--- src/rtl/alu_ccr_pkg.sv ---
package alu_ccr_pkg;

    typedef enum logic [2:0] {
        OP_ADD  = 3'd0,
        OP_SUB  = 3'd1,
        OP_AND  = 3'd2,
        OP_OR   = 3'd3,
        OP_NOT  = 3'd4,
        OP_CMP  = 3'd5,
        OP_RSV6 = 3'd6,
        OP_RSV7 = 3'd7
    } alu_op_e;

    typedef enum logic [2:0] {
        TST_GT   = 3'd0,
        TST_EQ   = 3'd1,
        TST_LT   = 3'd2,
        TST_GE   = 3'd3,
        TST_LE   = 3'd4,
        TST_NE   = 3'd5,
        TST_RSV6 = 3'd6,
        TST_RSV7 = 3'd7
    } br_test_e;

    typedef struct packed {
        logic gt;
        logic eq;
        logic lt;
    } ccr_t;

    localparam ccr_t CCR_RESET = '{gt: 1'b0, eq: 1'b1, lt: 1'b0};

endpackage

--- src/rtl/alu_regfile.sv ---
module alu_regfile
    import alu_ccr_pkg::*;
#(
    parameter int DATA_W = 8,
    parameter int NREGS  = 8,
    localparam int AW    = $clog2(NREGS)
) (
    input  logic              clk,
    input  logic              rst_n,
    input  logic              we,
    input  logic [AW-1:0]     waddr,
    input  logic [DATA_W-1:0] wdata,
    input  logic [AW-1:0]     ra,
    input  logic [AW-1:0]     rb,
    input  logic [AW-1:0]     rc,
    output logic [DATA_W-1:0] da,
    output logic [DATA_W-1:0] db,
    output logic [DATA_W-1:0] dc
);

    logic [NREGS-1:0][DATA_W-1:0] regs_d, regs_q;
    logic [NREGS-1:0]             wsel;

    for (genvar i = 0; i < NREGS; i++) begin : g_wdec
        assign wsel[i] = we && (waddr == AW'(i));
    end

    always_comb begin
        for (int i = 0; i < NREGS; i++) begin
            regs_d[i] = wsel[i] ? wdata : regs_q[i];
        end
    end

    always_ff @(posedge clk or negedge rst_n) begin
        if (!rst_n) regs_q <= '0;
        else        regs_q <= regs_d;
    end

    assign da = regs_q[ra];
    assign db = regs_q[rb];
    assign dc = regs_q[rc];

    // no write strobe, no change anywhere in the bank
    assert_bank_hold_R10: assert property (@(posedge clk) disable iff (!rst_n)
        !we |=> $stable(regs_q));

    // a strobed write lands in the addressed register
    assert_write_lands_R2: assert property (@(posedge clk) disable iff (!rst_n)
        we |=> regs_q[$past(waddr)] == $past(wdata));

endmodule

--- src/rtl/alu_opunit.sv ---
module alu_opunit
    import alu_ccr_pkg::*;
#(
    parameter int DATA_W = 8
) (
    input  logic              valid,
    input  alu_op_e           op,
    input  logic [DATA_W-1:0] a,
    input  logic [DATA_W-1:0] b,
    output logic [DATA_W-1:0] result,
    output logic              wr_en,
    output logic              cmp_en,
    output ccr_t              cmp_flags
);

    always_comb begin
        result = '0;
        wr_en  = 1'b0;
        cmp_en = 1'b0;
        unique case (op)
            OP_ADD: begin result = a + b; wr_en = valid; end
            OP_SUB: begin result = a - b; wr_en = valid; end
            OP_AND: begin result = a & b; wr_en = valid; end
            OP_OR:  begin result = a | b; wr_en = valid; end
            OP_NOT: begin result = ~a;    wr_en = valid; end
            OP_CMP: cmp_en = valid;
            default: ;
        endcase
    end

    always_comb begin
        cmp_flags.gt = (a > b);
        cmp_flags.eq = (a == b);
        cmp_flags.lt = (a < b);
    end

endmodule

--- src/rtl/alu_ccr_reg.sv ---
module alu_ccr_reg
    import alu_ccr_pkg::*;
(
    input  logic clk,
    input  logic rst_n,
    input  logic upd,
    input  ccr_t flags_in,
    output ccr_t ccr
);

    typedef struct packed {
        ccr_t flags;
    } ccr_state_t;

    ccr_state_t st_d, st_q;

    always_comb begin
        st_d = st_q;
        if (upd) st_d.flags = flags_in;
    end

    always_ff @(posedge clk or negedge rst_n) begin
        if (!rst_n) st_q <= '{flags: CCR_RESET};
        else        st_q <= st_d;
    end

    assign ccr = st_q.flags;

    // exactly one flag set at all times
    assert_ccr_onehot_R6: assert property (@(posedge clk) disable iff (!rst_n)
        $countones(st_q.flags) == 1);

    // flags move only on a compare update
    assert_ccr_hold_R8: assert property (@(posedge clk) disable iff (!rst_n)
        !upd |=> $stable(st_q.flags));

endmodule

--- src/rtl/alu_cond_eval.sv ---
module alu_cond_eval
    import alu_ccr_pkg::*;
(
    input  ccr_t     ccr,
    input  br_test_e test,
    output logic     taken
);

    always_comb begin
        unique case (test)
            TST_GT:  taken = ccr.gt;
            TST_EQ:  taken = ccr.eq;
            TST_LT:  taken = ccr.lt;
            TST_GE:  taken = ccr.gt | ccr.eq;
            TST_LE:  taken = ccr.lt | ccr.eq;
            TST_NE:  taken = ~ccr.eq;
            default: taken = 1'b0;
        endcase
    end

endmodule

--- src/rtl/alu_ccr_top.sv ---
module alu_ccr_top
    import alu_ccr_pkg::*;
#(
    parameter int DATA_W = 8,
    parameter int NREGS  = 8,
    localparam int AW    = $clog2(NREGS)
) (
    input  logic              clk,
    input  logic              rst_n,
    input  logic              op_valid,
    input  logic [2:0]        op_code,
    input  logic [AW-1:0]     dst_sel,
    input  logic [AW-1:0]     srca_sel,
    input  logic [AW-1:0]     srcb_sel,
    input  logic              use_ext_b,
    input  logic [DATA_W-1:0] ext_data,
    input  logic [AW-1:0]     rd_sel,
    output logic [DATA_W-1:0] rd_data,
    input  logic [2:0]        cond_sel,
    output logic              cond_true,
    output logic [2:0]        ccr_flags
);

    alu_op_e           op;
    logic [DATA_W-1:0] opa, regb, opb, result;
    logic              wr_en, cmp_en;
    ccr_t              cmp_flags, ccr_q;

    assign op  = alu_op_e'(op_code);
    assign opb = use_ext_b ? ext_data : regb;

    alu_regfile #(.DATA_W(DATA_W), .NREGS(NREGS)) u_rf (
        .clk   (clk),
        .rst_n (rst_n),
        .we    (wr_en),
        .waddr (dst_sel),
        .wdata (result),
        .ra    (srca_sel),
        .rb    (srcb_sel),
        .rc    (rd_sel),
        .da    (opa),
        .db    (regb),
        .dc    (rd_data)
    );

    alu_opunit #(.DATA_W(DATA_W)) u_ops (
        .valid     (op_valid),
        .op        (op),
        .a         (opa),
        .b         (opb),
        .result    (result),
        .wr_en     (wr_en),
        .cmp_en    (cmp_en),
        .cmp_flags (cmp_flags)
    );

    alu_ccr_reg u_ccr (
        .clk      (clk),
        .rst_n    (rst_n),
        .upd      (cmp_en),
        .flags_in (cmp_flags),
        .ccr      (ccr_q)
    );

    alu_cond_eval u_cond (
        .ccr   (ccr_q),
        .test  (br_test_e'(cond_sel)),
        .taken (cond_true)
    );

    assign ccr_flags = ccr_q;

    // after a compare the equal flag reflects the captured operands
    assert_cmp_eq_R6: assert property (@(posedge clk) disable iff (!rst_n)
        (op_valid && op_code == 3'd5) |=> ccr_flags[1] == ($past(opa) == $past(opb)));

    // greater flag follows unsigned ordering
    assert_cmp_gt_R6: assert property (@(posedge clk) disable iff (!rst_n)
        (op_valid && op_code == 3'd5) |=> ccr_flags[2] == ($past(opa) > $past(opb)));

    // greater-or-equal agrees with the stored flags
    assert_cond_ge_R9: assert property (@(posedge clk) disable iff (!rst_n)
        (cond_sel == 3'd3) |-> cond_true == (ccr_flags[2] | ccr_flags[1]));

    // not-equal agrees with the stored flags
    assert_cond_ne_R9: assert property (@(posedge clk) disable iff (!rst_n)
        (cond_sel == 3'd5) |-> cond_true == !ccr_flags[1]);

    // reserved test codes never report taken
    assert_cond_rsv_R9: assert property (@(posedge clk) disable iff (!rst_n)
        (cond_sel[2:1] == 2'b11) |-> !cond_true);

endmodule

--- config.mk ---
export PLATFORM = sky130hd
export DESIGN_NAME = alu_ccr_top
export DESIGN_NICKNAME = d
export VERILOG_FILES = /design/src/rtl/alu_ccr_pkg.sv /design/src/rtl/alu_regfile.sv /design/src/rtl/alu_opunit.sv /design/src/rtl/alu_ccr_reg.sv /design/src/rtl/alu_cond_eval.sv /design/src/rtl/alu_ccr_top.sv
export SDC_FILE = /design/constraint.sdc
export NUM_CORES = 1
export LEC_CHECK = 0
export BUFFER_PORTS_ARGS = -buffer_cell sky130_fd_sc_hd__buf_4
export CELL_PAD_IN_SITES_DETAIL_PLACEMENT = 0
export CELL_PAD_IN_SITES_GLOBAL_PLACEMENT = 2
export CORE_ASPECT_RATIO = 0.9
export CORE_MARGIN = 2
export CORE_UTILIZATION = 39
export DETAILED_ROUTE_END_ITERATION = 10
export PLACE_DENSITY_LB_ADDON = 0.1
export SYNTH_ARGS = -nofsm -noshare
export SYNTH_HDL_FRONTEND = slang
export SYNTH_HIERARCHICAL = 1
export SYNTH_SLANG_ARGS = --single-unit
--- constraint.sdc ---
create_clock -name clk -period 3.4 [get_ports clk]
set_input_delay 0.34 -clock clk [delete_from_list [all_inputs] [get_ports clk]]
set_output_delay 0.34 -clock clk [all_outputs]
set_load 0.1 [all_outputs]
==> flow_summary.json <==
{
  "synth.yosys.warnings": 6,
  "synth-edff-count": 0,
  "holdCritPathClass": "input pin to asynchronous set/reset pin",
  "leakage_nw": 3.33,
  "setup-violations-final": 8,
  "dr_total_vias": 4054,
  "tritoncts": "yes",
  "postSynthAreaPerCell_um2": 13.2,
  "grt_use_total": 0.216,
  "p_per_area_mw_per_mm2": 868,
  "filler_cell_count": 1234,
  "grt_pass1_wl_um": 23900,
  "worst_setup_sp_type": "flip-flop",
  "grt_setup_unrepaired": "true",
  "fp.dieW_um": 130,
  "io-pin-count": 42,
  "arrival_ns": 3.64,
  "synth_top_area_cell": "dfrtp_1",
  "worst_pin_slew_ns": 0.882,
  "finalHoldViolations": 0,
  "clock.fmax_mhz": 293,
  "gp_routability_congestion": 0.816,
  "clkLatencyLatePin_ns": 0.34,
  "routed_wire_length_per_instance_um": 21.6,
  "timing.clock.skew_ns": 0.00942,
  "placedCellCount": 712,
  "status": "finished with violations",
  "final_min_period_over_clock_period": 1.00,
  "setup_total_negative_slack_ns": -0.0818,
  "violated_checks": "setup timing",
  "die_area_mm2": 0.0152,
  "detailedPlace.worstSlack_ns": -0.343,
  "most_common_library_cell_in_the_layout_ignoring_fill_and_taps": "buf_4",
  "drive_gt1_frac": 0.565,
  "post_drt_via_cell_ratio": 5.55,
  "drt_drc_violations_left": 0,
  "worstPathRequired_ns": 3.62,
  "max_cap_viol_count": 0,
  "core_area_mm2": 0.0140,
  "cts_root_buffer": "clkbuf_16",
  "synth-main-ff-cell": "dfrtp_1",
  "synth.top_cells.by_area": "dfrtp_1, mux4_1, mux2_2, ha_1, mux4_2",
  "setup_crit_path_kind": "flip-flop to flip-flop",
  "h-tree-depth": 3,
  "synthCells": 418,
  "relative_slew_slack": 0.409,
  "initial_utilization": 0.397,
  "async_flop_share": 1.00,
  "dp.final_hpwl_um": 11100,
  "final_routed_wirelength_um": 15800,
  "drc_violation_total_after_the_first_tritonroute_iteration": 235,
  "drt-pass1-iter-count": 4,
  "fp-row-count": 41,
  "yosysSeqAreaShare": 0.303,
  "via_count_of_the_first_global_routing_pass": 4047,
  "total_power_w": 0.00620,
  "synth_nets": 474,
  "layout.cells.most_common_list": "buf_4, mux2_2, dfrtp_1",
  "netlist_area_mm2": 0.00554,
  "cts_buffers": 9,
  "cts_sinks": 67,
  "grt_antenna_before_repair": 0,
  "area_growth_syn_to_layout_pct": 28.9,
  "antenna_violating_nets_post_route": 0,
  "slew_violations": 0,
  "finalCriticalPeriod_ns": 3.42,
  "crit_fanout": 8,
  "antennaDiodeCount": 0,
  "ir_worst_vdd_v": 0.000450,
  "grt_max_degree": 68,
  "ys_ff_latch": 67,
  "synth_largest_type_area_fraction": 0.298,
  "synth.distinct_cells": 59,
  "postLayoutSetupSlackWorst_ns": -0.0168,
  "chipHeight_um": 117,
  "worst_setup_hold_path_clk_slew_ns": 0.06,
  "setup.worst_path.end_class": "flip-flop",
  "global_route.overflow_total": 0,
  "max-clock-path-buffers": 2,
  "instances_no_fill": 731,
  "numnets_final": 589,
  "count_of_input_and_output_buffers": 41
}
## registers in the layout, indices dropped and copies added, names as in the netlist
signal / flops
u_ccr/ccr: 3
u_rf/regs_q: 64
## power breakdown
group          switching (W)  internal, W
Sequential          0.000268      0.00115
Combinational        0.00187      0.00202
Clock               0.000334     0.000554
## metrics by stage
step / cell area [um2] / util / hold slack (ns)
6_report: 7140 / 0.512 / 0.124
4_1_cts: 7070 / 0.507 / 0.159
3_5_place_dp: 6670 / 0.478 / 0.511
2_1_floorplan: 5620 / - / 0.0444
3_3_place_gp: 6670 / 0.478 / 0.512
5_1_grt: 7140 / 0.512 / 0.201
## synth_stat cells (4+ instances only)
library cell,instances
a21oi_1,7
buf_2,13
buf_6,4
clkbuf_1,9
dfrtp_1,66
ha_1,24
inv_1,23
mux2_2,91
mux2_4,8
mux2i_1,6
mux4_1,41
mux4_2,8
nand2_1,12
nor2_1,12
nor2b_1,5
nor3_1,5
o211ai_1,5
o21ai_0,12
## path summary, 6_finish.rpt
path                                      start               to  slack, ns  depth (start not counted)
worst max register to register  u_rf/regs_q[29]  u_rf/regs_q[23]      -0.02                         11
worst min register to register  u_rf/regs_q[24]  u_rf/regs_q[24]       0.54                          1
min in group clk                     dst_sel[1]   u_rf/regs_q[7]       0.50                          3
worst min-delay path                      rst_n  u_rf/regs_q[30]       0.12                          1
worst max-delay path            u_rf/regs_q[29]  u_rf/regs_q[23]      -0.02                         11
max in group asynchronous                 rst_n  u_rf/regs_q[12]       2.73                          1
## critical path: stages (launching register included)
cell,delay (ns)
dfrtp_1,0.39
mux4_1,0.50
mux2_4,0.28
mux2_4,0.28
inv_2,0.08
ha_4,0.20
nor2b_1,0.12
o211ai_1,0.23
o221ai_2,0.15
or4_4,0.55
a31o_4,0.27
mux2_4,0.27
## per-layer routing
layer	global-route usage	vias up	routed length, um
met5	0	-	0
met4	0.0545	0	166
met3	0.0300	10	539
met2	0.353	73	7460
met1	0.306	2096	7600
li1	-	1875	-
## timing repair
item                       in CTS  in global routing
buffers inserted                2                  1
gates resized for setup        29                 16
pin swaps                       7                  7
hold buffers                    0                  0
setup endpoints to repair      33                 48
## logic make-up (layout without fill, tap and decap cells)
family | count (synthesis) | count (layout) | synth area share
compound gates | 50 | 50 | 0.0610
flops | 67 | 67 | 0.303
fa+ha+maj | 26 | 26 | 0.0615
buf+inv | 55 | 175 | 0.0545
simple gates | 62 | 62 | 0.0689
mux | 154 | 154 | 0.445
xor+xnor | 4 | 4 | 0.00633
## final cells by class
| cell class | count | area [um2] | share of cell area |
|---|---|---|---|
| inverters | 23 | 88.8 | 0.0124 |
| multi-input cells | 296 | 3780 | 0.529 |
| well taps | 193 | 241 | 0.0338 |
| repair buffers | 136 | 1070 | 0.149 |
| clock buffers | 15 | 278 | 0.0389 |
| flip-flops and latches | 67 | 1680 | 0.235 |
| clock inverters | 1 | 7.51 | 0.00105 |
No activity file was read; power rests on OpenSTA's default activity.
